`src/rtl/rcu_pkg.sv`:
```
// Package: shared constants for the reset cause unit.
// Assumes the four post-power-on sources occupy contiguous status bits
// starting at SRC_BASE, ordered from highest to lowest priority.
package rcu_pkg;
    localparam int WORD_W   = 16;
    localparam int NSRC     = 4;   // ext, lor, cpu, sw
    localparam int BIT_POR  = 2;
    localparam int SRC_BASE = 3;   // bit of the highest-priority source
    localparam int BIT_LOR  = SRC_BASE + 1;
    localparam int BIT_CPU  = SRC_BASE + 2;
    localparam logic [WORD_W-1:0] POR_WORD = WORD_W'(1) << BIT_POR;
endpackage

```
`src/rtl/rcu_sync.sv`:
```
// Module: multi-stage level synchronizer for one asynchronous input.
// Assumes the input is a slow level. Flops load RST_VAL while rst_n is low.
module rcu_sync #(
    parameter int   STAGES  = 2,
    parameter logic RST_VAL = 1'b1
) (
    input  logic clk,
    input  logic rst_n,
    input  logic d_async,
    output logic q_sync
);
    logic [STAGES-1:0] chain_q;

    // Shift the asynchronous level through the flop chain.
    always_ff @(posedge clk or negedge rst_n) begin
        if (!rst_n) chain_q <= {STAGES{RST_VAL}};
        else        chain_q <= {chain_q[STAGES-2:0], d_async};
    end

    assign q_sync = chain_q[STAGES-1];
endmodule

```
`src/rtl/rcu_prio.sv`:
```
// Module: fixed-priority resolver. Index 0 has the highest priority.
// Produces a one-hot grant and an any-active flag. Purely combinational.
module rcu_prio #(
    parameter int N = 4
) (
    input  logic [N-1:0] req,
    output logic [N-1:0] grant,
    output logic         any
);
    logic [N-1:0] blocked;

    genvar i;
    generate
        for (i = 0; i < N; i++) begin : g_lane
            if (i == 0) begin : g_top
                // Highest-priority lane is never blocked.
                assign blocked[i] = 1'b0;
            end else begin : g_rest
                // Lane is blocked if any higher-priority lane requests.
                assign blocked[i] = blocked[i-1] | req[i-1];
            end
            assign grant[i] = req[i] & ~blocked[i];
        end
    endgenerate

    assign any = |req;
endmodule

```
`src/rtl/rcu_status.sv`:
```
// Module: cause status register and vector select.
// Async-loads the power-on word while por_n is low. Otherwise it is rewritten
// from the one-hot grant on any active cycle and held when idle.
module rcu_status
    import rcu_pkg::*;
#(
    parameter int N = NSRC
) (
    input  logic              clk,
    input  logic              por_n,
    input  logic [N-1:0]      grant,
    input  logic              any,
    output logic [WORD_W-1:0] word,
    output logic              vec_sel
);
    logic [WORD_W-1:0] word_q;
    logic [WORD_W-1:0] next_word;

    // Place the granted source at its status bit; all other bits stay zero.
    always_comb begin
        next_word = '0;
        for (int k = 0; k < N; k++) next_word[SRC_BASE + k] = grant[k];
    end

    // Record the cause: power-on clears asynchronously, sources update synchronously.
    always_ff @(posedge clk or negedge por_n) begin
        if (!por_n)   word_q <= POR_WORD;
        else if (any) word_q <= next_word;
    end

    assign word    = word_q;
    assign vec_sel = word_q[BIT_LOR] | word_q[BIT_CPU];
endmodule

```
`src/rtl/rst_cause_unit.sv`:
```
// Module: top of the reset cause unit.
// Synchronizes the external pin, resolves source priority and holds the cause word.
// Assumes the watchdog and software requests are already in the clk domain.
module rst_cause_unit
    import rcu_pkg::*;
#(
    parameter int SYNC_STAGES = 2
) (
    input  logic              clk,
    input  logic              por_n,
    input  logic              ext_pin_n,
    input  logic              wdog_lor,
    input  logic              wdog_cpu,
    input  logic              sw_req,
    output logic [WORD_W-1:0] status_word,
    output logic              wdog_vec_sel
);
    logic            ext_pin_s;
    logic            ext_act;
    logic [NSRC-1:0] req;
    logic [NSRC-1:0] grant;
    logic            any;

    rcu_sync #(.STAGES(SYNC_STAGES), .RST_VAL(1'b1)) u_sync (
        .clk     (clk),
        .rst_n   (por_n),
        .d_async (ext_pin_n),
        .q_sync  (ext_pin_s)
    );

    assign ext_act = ~ext_pin_s;
    assign req     = {sw_req, wdog_cpu, wdog_lor, ext_act};

    rcu_prio #(.N(NSRC)) u_prio (
        .req   (req),
        .grant (grant),
        .any   (any)
    );

    rcu_status #(.N(NSRC)) u_status (
        .clk     (clk),
        .por_n   (por_n),
        .grant   (grant),
        .any     (any),
        .word    (status_word),
        .vec_sel (wdog_vec_sel)
    );
endmodule

```
`config.mk`:
```
export PLATFORM = sky130hd
export DESIGN_NAME = rst_cause_unit
export DESIGN_NICKNAME = d
export VERILOG_FILES = /design/src/rtl/rcu_pkg.sv /design/src/rtl/rcu_sync.sv /design/src/rtl/rcu_prio.sv /design/src/rtl/rcu_status.sv /design/src/rtl/rst_cause_unit.sv
export SDC_FILE = /design/constraint.sdc
export NUM_CORES = 1
export LEC_CHECK = 0
export BUFFER_PORTS_ARGS = -buffer_cell sky130_fd_sc_hd__buf_2
export CELL_PAD_IN_SITES_DETAIL_PLACEMENT = 0
export CELL_PAD_IN_SITES_GLOBAL_PLACEMENT = 1
export CORE_MARGIN = 10
export CORE_UTILIZATION = 27
export DETAILED_ROUTE_END_ITERATION = 6
export PLACE_DENSITY = 0.69
export SETUP_SLACK_MARGIN = 0.1
export SYNTH_ARGS = -nofsm -noshare
export SYNTH_HDL_FRONTEND = slang
export SYNTH_SLANG_ARGS = --single-unit
```
`constraint.sdc`:
```
create_clock -name clk -period 1 [get_ports clk]
set_input_delay 0.1 -clock clk [delete_from_list [all_inputs] [get_ports clk]]
set_output_delay 0.1 -clock clk [all_outputs]
set_load 0.05 [all_outputs]
```
== Yosys cells after proc, flatten, opt, wreduce, memory -nomap -nowiden ==
Cells that the tools add are included.
Widths: inputs -> output; s select.
Operators by class
  add/sub/neg operators: 0
  multiply operators: 0
  div/mod/pow operators: 0
  order comparisons: 0
  equal/unequal tests: 0
  shift operators: 0
  mux-type cells: 0
  bitwise gates (word level): 9
  reduce and logical (&&, ||, !) cells: 1
Operators by type and width (number)
  $reduce_or 4->1: 1
  $and 1x1->1: 3
  $not 1->1: 3
  $or 1x1->1: 3
Word-level totals
  flip-flop bits (word level): 7
  bits in latches: 0
  memory bits (writable): 0
  memory bits (read-only): 0
  input bits: 6
  output and inout bits: 17
  logic and storage cells: 12
  memories: 0

== Longest topological paths before layout ==
  depth after elaboration: 5
  depth in mapped cells: 2
  gate-level depth less buffers: 2

== Hierarchy ==
From an unflattened synthesis, not the netlist that was laid out.
Second synthesis, totals
  cells, all modules: 31
  area total of the unflattened synthesis: 366.6 um2
By module, submodules not included
  rcu_status: times used 1, cells an instance 23, area an instance 272.8 um2, sequential area each 126.4 um2
  rcu_sync: times used 1, cells an instance 2, area an instance 52.6 um2, sequential area each 52.6 um2
  rcu_prio: times used 1, cells an instance 5, area an instance 37.5 um2, sequential area each 0.0 um2
  rst_cause_unit: times used 1, cells an instance 1, area an instance 3.8 um2, sequential area each 0.0 um2

== Least setup slack after synthesis ==
OpenSTA, ideal clock, no wires.
  kind: reg-to-output
  from: reg u_status.word_q[5], in the netlist u_status.word[5]
  to: out wdog_vec_sel
  arrival: 1038 ps
  required time: 900 ps
  path slack: -138 ps
  cell stages (with the launch flop): 2
  buffers on the path: 0
  cells stage by stage: dfrtp_1 > or2_2
Between the ends
  cells in the longest elaborated chain, start to end: 1
RTL lines
  start: declaration: RTL line rcu_status.sv:16  | logic [WORD_W-1:0] word_q;
  start signal: assignment: RTL line rcu_status.sv:28  | else if (any) word_q <= next_word;
  $or 1x1->1: RTL line rcu_status.sv:32  | assign vec_sel = word_q[BIT_LOR] | word_q[BIT_CPU];
  end: declaration: RTL line rst_cause_unit.sv:16  | output logic wdog_vec_sel
Every way passes these cells.

== Worst setup path in the final report ==
  from: reg u_status.word_q[4], in the netlist u_status.word[4]
  to: out wdog_vec_sel
The elaborated chain is that of the path after synthesis.

==> flow_summary.yaml <==
status:
  status: "finished with violations"
  violations: "negative setup slack"
pwr:
  power_uw: 813.1
  ir_drop_mv: 0.6619
  p_per_area_nw_per_um2: 1477
  p_leak_nw: 0.2932
placement:
  place_hpwl_um: 596
  dp_slack_ns: 0.07267
  gp_congestion: 0.7106
  place_inst: 56
  numPortBuffers: 11
drt:
  vias: 258
  drcViolationCount: 0
  vias_per_cell: 3.851
  ant_nets: 0
  wl_per_cell_um: 11.43
  drt_pass1_iterations: 2
  drt_wl_total_um: 766
  dr.first_iter.drc_count: 2
final_layout:
  most-common-layout-cells: "conb_1, buf_8, buf_2"
  layout_commonest_cell: "conb_1"
  syn_to_final_growth_pct: 54.93
  n_antenna_cell: 0
  nets: 59
  nFillCells: 127
  drive_above_1_share: 0.5962
  layout.cells.non_filler: 67
clock_tree:
  cts_buffers: 3
  cts_root_buf: "clkbuf_4"
  cts_max_level: 1
  cts.sinks: 7
  cts.clk_slew.worst_paths_ns: 0.05
  cts_tree: "yes"
  clockBufferDepth: 2
  clk_latency_ns: 0.25
worst_setup_path:
  crit_required_ns: 0.90
  crit_path_cell_trace: "or2_4 -> buf_8"
  path_buf_inv: 1
  path_delay_family: "flip-flops"
  worst_setup_path_start_kind: "flop"
  crit_slowest_cell: "dfrtp_2"
  cp-end-kind: "output pin"
  critPathMaxFanout: 2
  arrival_ns: 1.05
  crit_type: "reg2out"
  max_stage_delay_ns: 0.40
  critPathLaunch: "u_status.word[4]"
  rr_startpoint: "u_sync.chain_q[1]"
logic_synthesis:
  synth-seq-cells: 7
  synth_top_area_share: 0.2817
  avgSynthCellArea_um2: 11.46
  synth_warnings: 0
  ys_top_cells_by_area: "dfrtp_1, buf_4, dfstp_2"
  yosysTopAreaCell: "dfrtp_1"
  syn_area_um2: 355.3
  syn_inst: 31
  seq_area_frac_synth: 0.5035
  synth_cell_types: 13
floorplan:
  ios: 23
  die-area_um2: 3167
  rows: 13
  dieHeight_um: 56.28
  core_um2: 1269
  dieWidth_um: 56.28
  initial_core_util: 0.2801
sta:
  min_period_ns: 1.149
  finalCritPeriodShare: 1.149
  rsz0062_at_grt: "true"
  fmax_ghz: 0.8706
  setup_viol: 4
  fin_skew_ns: 0.0005806
  finalHoldViolations: 0
  hold_ws_ns: 0.08084
  setup_ws_ns: -0.1487
  maxSlewViolCount: 0
global_routing:
  first_global_vias: 284
  grt_pass1_wl_mm: 1.324
  grt_overflow: 0
  grt_max_degree: 8
  antenna_found_initial: 0
  track_usage: 0.05199
hold_path:
  min-delay-path-class: "in2reg"
  worstHoldStart: "wdog_cpu"
run:
  drv_cap: 0
## Yosys cell counts
master   count
or2_2        1
nor2_1       1
o31ai_2      1
inv_1        2
o41ai_2      1
buf_4       11
dfrtp_1      4
and4b_1      1
o211a_1      2
nand2_1      2
dfstp_2      3
conb_1       1
nor2b_1      1
## cells by family after synthesis
group                  share of synthesized area
AO/OA/AOI/OAI                             0.1373
buffers and inverters                     0.2535
flip-flops                                0.5035
other                                    0.01055
AND/OR/NAND/NOR                          0.09509
## per-stage QoR
step / TNS, ns / util / area [um^2]
6_report: -0.3370 / 0.4339 / 550.5
5_1_grt: -0.4773 / 0.4339 / 550.5
4_1_cts: -0.3402 / 0.4132 / 524.3
3_5_place_dp: 0 / 0.3087 / 391.6
3_3_place_gp: 0 / 0.3087 / 391.6
2_1_floorplan: 0 / - / 400.4
## power breakdown
part	switching (mW)	internal, mW
sequential	0.00986	0.301
combinational	0.168	0.0731
clock	0.115	0.147
## flip-flops by register name, summed over array words and instances, names as in the netlist
name	flops
u_sync.chain_q	2
u_status.word	5
## layer usage
layer  vias to the layer above  GRT usage  wire length (um)
met2                        15    0.08716               391
met5                         -          0                 0
met1                       121    0.04436               278
met4                         0          0                 0
li1                        122          -                 -
met3                         0    0.05618                97
## what timing repair did
item | CTS | global route
gates resized for setup | 19 | 3
endpoints found under the setup margin | 7 | 8
pin swaps | 1 | 1
gates cloned | 0 | 0
setup buffers | 3 | 2
hold buffers | 2 | 0
endpoints found under the hold margin | 8 | 0
## worst paths after layout
path / to / slack [ns] / depth (start not counted)
worst max-delay path: wdog_vec_sel / -0.15 / 2
worst min-delay path: u_status.word[4] / 0.08 / 2
worst max register to register: u_status.word[4] / 0.12 / 2
worst min register to register: u_sync.chain_q[1] / 0.35 / 0
max in group asynchronous: u_status.word[2] / 0.57 / 2
min in group asynchronous: u_status.word[4] / 0.20 / 2
## cell type report
type,count,area (um^2),share of cell area
Tap cell,15,18.77,0.03409
Inverter,2,7.507,0.01364
Sequential cell,7,183.9,0.3341
Clock buffer,3,22.52,0.04091
Clock inverter,1,5.005,0.009091
Multi-Input combinational cell,21,128.9,0.2341
Timing Repair Buffer,18,183.9,0.3341
## worst reg2reg max path: stages, from the launching register on
cell and delay, ns:
dfstp_2 0.58, nand2_2 0.06, o31ai_2 0.16
Power figures use the tool's default switching activity.
